File: config.mk
export PLATFORM = sky130hd
export DESIGN_NAME = uart_frame_tx
export DESIGN_NICKNAME = d
export VERILOG_FILES = /design/src/rtl/uart_frame_tx.sv
export SDC_FILE = /design/constraint.sdc
export NUM_CORES = 1
export LEC_CHECK = 0
export BUFFER_PORTS_ARGS = -buffer_cell sky130_fd_sc_hd__buf_2
export CAP_MARGIN = 20
export CORE_AREA = 2 2 62 78
export CTS_BUF_LIST = sky130_fd_sc_hd__clkbuf_8
export DETAILED_ROUTE_END_ITERATION = 6
export DIE_AREA = 0 0 64 80
export GPL_TIMING_DRIVEN = 0
export RECOVER_POWER = 100
export SYNTH_ARGS = -nofsm -noshare
export SYNTH_HDL_FRONTEND = slang
export SYNTH_SLANG_ARGS = --single-unit
File: constraint.sdc
create_clock -name clk -period 5.11 [get_ports clk]
set_input_delay 1.2775 -clock clk [delete_from_list [all_inputs] [get_ports clk]]
set_output_delay 1.2775 -clock clk [all_outputs]
set_load 0.05 [all_outputs]
File: src/rtl/uart_frame_tx.sv
module uart_frame_tx #(
  parameter int TICKS_PER_BIT = 16
) (
  input  logic       clk,
  input  logic       rst_n,
  input  logic       tick,
  input  logic [1:0] cfg_len,
  input  logic       cfg_msb_first,
  input  logic       cfg_invert,
  input  logic [1:0] cfg_parity,
  input  logic       cfg_stop2,
  input  logic       wr_en,
  input  logic [7:0] wr_data,
  output logic       buf_full,
  output logic       wr_ovf,
  output logic       buf_empty_pulse,
  output logic       tx_end_pulse,
  output logic       txd
);
  localparam int CNT_W   = (TICKS_PER_BIT > 2) ? $clog2(TICKS_PER_BIT) : 1;
  localparam int FRAME_W = 12;

  logic [7:0]         hold_q;
  logic               hold_v;
  logic [FRAME_W-1:0] shreg;
  logic [3:0]         bits_left;
  logic [CNT_W-1:0]   sub_q;
  logic [FRAME_W-1:0] frame;
  logic [3:0]         nbits;

  wire busy       = bits_left != 4'd0;
  wire bit_done   = busy && tick && (sub_q == CNT_W'(TICKS_PER_BIT - 1));
  wire frame_last = bit_done && (bits_left == 4'd1);
  wire load       = hold_v && (!busy || frame_last);

  always_comb begin
    int nd;
    logic [7:0] mask;
    logic       par;
    nd    = (cfg_len == 2'b00) ? 5 : (cfg_len == 2'b10) ? 7 : 8;
    mask  = 8'hFF >> (8 - nd);
    par   = ^(hold_q & mask);
    frame = '1;
    frame[0] = 1'b0;
    for (int i = 0; i < 8; i++)
      if (i < nd)
        frame[1 + i] = cfg_msb_first ? hold_q[3'(nd - 1 - i)] : hold_q[i];
    case (cfg_parity)
      2'b01:   frame[1 + nd] = par;
      2'b10:   frame[1 + nd] = ~par;
      2'b11:   frame[1 + nd] = 1'b0;
      default: ;
    endcase
    nbits = 4'(1 + nd + ((cfg_parity != 2'b00) ? 1 : 0) + (cfg_stop2 ? 2 : 1));
  end

  always_ff @(posedge clk or negedge rst_n) begin
    if (!rst_n) begin
      shreg           <= '1;
      bits_left       <= '0;
      sub_q           <= '0;
      hold_q          <= '0;
      hold_v          <= 1'b0;
      wr_ovf          <= 1'b0;
      buf_empty_pulse <= 1'b0;
      tx_end_pulse    <= 1'b0;
    end else begin
      buf_empty_pulse <= load;
      tx_end_pulse    <= frame_last;
      if (load) begin
        shreg     <= frame;
        bits_left <= nbits;
        sub_q     <= '0;
      end else if (bit_done) begin
        shreg     <= {1'b1, shreg[FRAME_W-1:1]};
        bits_left <= bits_left - 4'd1;
        sub_q     <= '0;
      end else if (busy && tick) begin
        sub_q <= sub_q + CNT_W'(1);
      end
      if (wr_en && hold_v) begin
        wr_ovf <= 1'b1;
        if (load) hold_v <= 1'b0;
      end else if (wr_en) begin
        hold_q <= wr_data;
        hold_v <= 1'b1;
      end else if (load) begin
        hold_v <= 1'b0;
      end
    end
  end

  assign buf_full = hold_v;
  assign txd      = shreg[0] ^ cfg_invert;
endmodule


==> results.py <==
metrics = {
    "cts": {
        "cts_hold_buf": 0,
        "cts-resized-gates": 0,
        "cts_buffer_depth": 2,
        "clk_latency_ns": 0.28,
        "cts_max_level": 2,
        "cts_setup_buffers": 0,
        "cts.sinks": 32,
        "cts_made_buffers": 5,
        "cts_tree": "done",
        "clk_pin_slew_ns": 0.07,
        "cts-root-buf": "clkbuf_8",
    },
    "synthesis": {
        "synth_edf_count": 0,
        "synth-main-ff-cell": "dfrtp_1",
        "synthDistinctLibCells": 41,
        "synthMuxAreaShare": 0.1153,
        "syn_area_um2": 1909,
        "synth_top_area_cell": "dfrtp_1",
        "synthAdderAreaFrac": 0.05374,
        "seq_area_frac_synth": 0.4273,
        "synth_compound_area_frac": 0.1573,
        "syn_area_per_cell_um2": 9.944,
        "ys_ff_latch": 32,
        "synthCells": 192,
        "synthXorXnorAreaFrac": 0.07274,
        "syn_nets": 218,
        "synth.area.top_cells": "dfrtp_1 26%, dfstp_2 17%, mux2i_1 6.8%",
        "synth_top_family_by_area": "compound AO/OA/AOI/OAI gates",
        "async_flop_share": 1.000,
        "synth-simple-area-share": 0.1212,
        "yosys_warnings": 0,
        "synth_top_cell_area_share": 0.2621,
    },
    "floorplanning": {
        "initial_utilization": 0.4381,
        "die_w_um": 64,
        "core-area_um2": 4358,
        "die_h_um": 80,
        "ios": 24,
        "num_rows": 27,
        "dieArea_um2": 5120,
    },
    "setup_path": {
        "end_kind": "register",
        "worstSetupPathType": "input pin to register",
        "crit_buf_inv": 4,
        "critPathLaunchType": "input pin",
        "worstPathRequired_ns": 5.31,
        "slowest_delay_ns": 0.56,
        "arrival_ns": 3.59,
        "critPathTopFamily": "buffers and inverters",
        "path_cells": "clkbuf_1 -> nand2_1 -> a211oi_1 -> a21oi_1 -> or2_1 -> clkbuf_1 -> inv_1 -> clkbuf_1 -> o41ai_1 -> o22ai_1",
        "cp_slowest_cell": "a211oi_1",
        "crit_top_cell": "clkbuf_1",
        "crit_fanout": 10,
    },
    "timing": {
        "relSlewSlack": -0.1425,
        "period_share": 0.6634,
        "finalCriticalPeriod_ns": 3.390,
        "fmax_mhz": 295.0,
        "skew_ns": 0.006061,
        "finalHoldViolCount": 0,
        "finalMaxSlewViolations": 33,
        "setup_slack_ns": 1.720,
        "rsz0062_at_grt": "no",
        "setup_violations": 0,
        "setup_tns_ns": 0,
        "tightest_slew_ns": 1.714,
    },
    "layout": {
        "layout.nets": 245,
        "layout-drive-gt1-share": 0.2000,
        "fillers": 433,
        "area_delta_synth_final_pct": 13.30,
        "diodes": 0,
    },
    "global_route": {
        "grt_pass1_wl_mm": 6.596,
        "grt_max_degree": 33,
        "track_usage": 0.1669,
        "grt_pass1_vias": 1452,
        "antenna_found_initial": 0,
        "grt_overflow": 0,
    },
    "power_and_ir_drop": {
        "ir_drop_mv": 0.3910,
        "pwr-share-clk": 0.190,
        "combPwrFrac": 0.421,
        "internal_power_mw": 0.7873,
        "power_mw": 1.266,
        "p_switching_mw": 0.4791,
        "leakagePower_nw": 0.9030,
        "p_seq_frac": 0.389,
        "swShare": 0.3783,
        "power_density_nw_per_um2": 585.4,
    },
    "detailed_routing": {
        "drt-total-wl_mm": 3.844,
        "drtIter0Drc": 40,
        "dr.pass1.iters": 4,
        "wl_per_cell_um": 13.83,
        "drc": 0,
        "vias": 1470,
        "vias_per_cell": 5.288,
        "ant_nets": 0,
    },
    "job": {
        "cap_violations": 1,
    },
    "placement": {
        "place_ws_ns": 2.052,
        "hpwl_mm": 2.839,
        "port_buffers": 20,
        "gp_congestion": 0.8730,
    },
    "outcome": {
        "violations": "capacitance limit, slew limit",
        "status": "finished, violations left",
    },
    "min_path": {
        "min_path_type": "register to register",
    },
}
## routing by layer
| metal | share of wire | GRT usage | vias up | wire length (um) |
|---|---|---|---|---|
| met5 | 0 | 0 | - | 0 |
| met4 | 0.017 | 0.06522 | 0 | 67 |
| met3 | 0.030 | 0.03103 | 7 | 115 |
| met2 | 0.53 | 0.2979 | 33 | 2028 |
| met1 | 0.42 | 0.1958 | 711 | 1632 |
| li1 | - | - | 719 | - |
## state kept, by name (all words and copies together), names as in the netlist
signal	count
tx_end_pulse	1
sub_q	4
buf_full	1
wr_ovf	1
bits_left	4
buf_empty_pulse	1
shreg	12
hold_q	8
## power groups by stage
stage / clock, mW / combinational (mW) / sequential [mW]
global route: 0.257 / 0.601 / 0.512
CTS: 0.245 / 0.553 / 0.493
floorplan: 0 / 0.435 / 0.486
finish: 0.240 / 0.533 / 0.493
detailed placement: 0 / 0.550 / 0.496
global placement: 0 / 0.541 / 0.495
## cells in the mapped netlist, drive strengths merged (6+ instances only)
library cell  count
a21oi            13
clkbuf            6
dfrtp            20
dfstp            12
inv               9
mux2              8
mux2i            13
nand2            21
nor2              9
nor2b             6
o21ai            17
xnor2             9
xor2              6
## per-stage QoR
step           instances    util  hold slack [ns]  instance area [um2]
2_1_floorplan        192       -           0.5090                 1909
3_3_place_gp         270  0.4777           0.4346                 2082
3_5_place_dp         270  0.4777           0.4394                 2082
4_1_cts              278  0.5033           0.4564                 2193
5_1_grt              278  0.4964           0.4711                 2163
6_report             278  0.4964           0.4590                 2163
## logic make-up after synthesis
logic type,after synthesis
muxes,21
buffers and inverters,20
adders and majority gates,7
xor gates and xnor gates,15
and+or+nand+nor,49
DFF,32
AOI/OAI and AO/OA,48
## cell type report
cell class	count	area, um2	share of cell area
timing repair buffer	20	90.09	0.04164
multi-input combinational	140	980.9	0.4534
clock buffer	5	68.82	0.03181
clock inverter	3	42.54	0.01966
tap	58	72.57	0.03355
sequential	32	815.8	0.3771
buffer	11	58.81	0.02718
inverter	9	33.78	0.01562
## final timing paths
| check | from | endpoint | slack [ns] | cells after the start |
|---|---|---|---|---|
| max | tick | shreg[6]$_DFFE_PN1P_ | 1.72 | 10 |
| min | wr_ovf$_DFFE_PN0P_ | wr_ovf$_DFFE_PN0P_ | 0.46 | 1 |
| max reg2reg | bits_left[0]$_DFFE_PN0P_ | shreg[6]$_DFFE_PN1P_ | 2.26 | 10 |
| min reg2reg | wr_ovf$_DFFE_PN0P_ | wr_ovf$_DFFE_PN0P_ | 0.46 | 1 |
| max in group asynchronous | rst_n | sub_q[1]$_DFFE_PN0P_ | 2.68 | 1 |
| min in group asynchronous | rst_n | bits_left[3]$_DFFE_PN0P_ | 1.44 | 1 |
## placed cells by master (no fill, tap or decap), types with 6 or more instances in the layout
cell,count
a21oi_1,13
buf_2,12
clkbuf_1,17
clkbuf_8,6
dfrtp_1,20
dfstp_2,12
inv_1,9
mux2_2,7
mux2i_1,13
nand2_1,21
nor2_1,9
o21ai_0,17
xnor2_1,8
xor2_1,6
No activity file was read; power rests on OpenSTA's default activity.
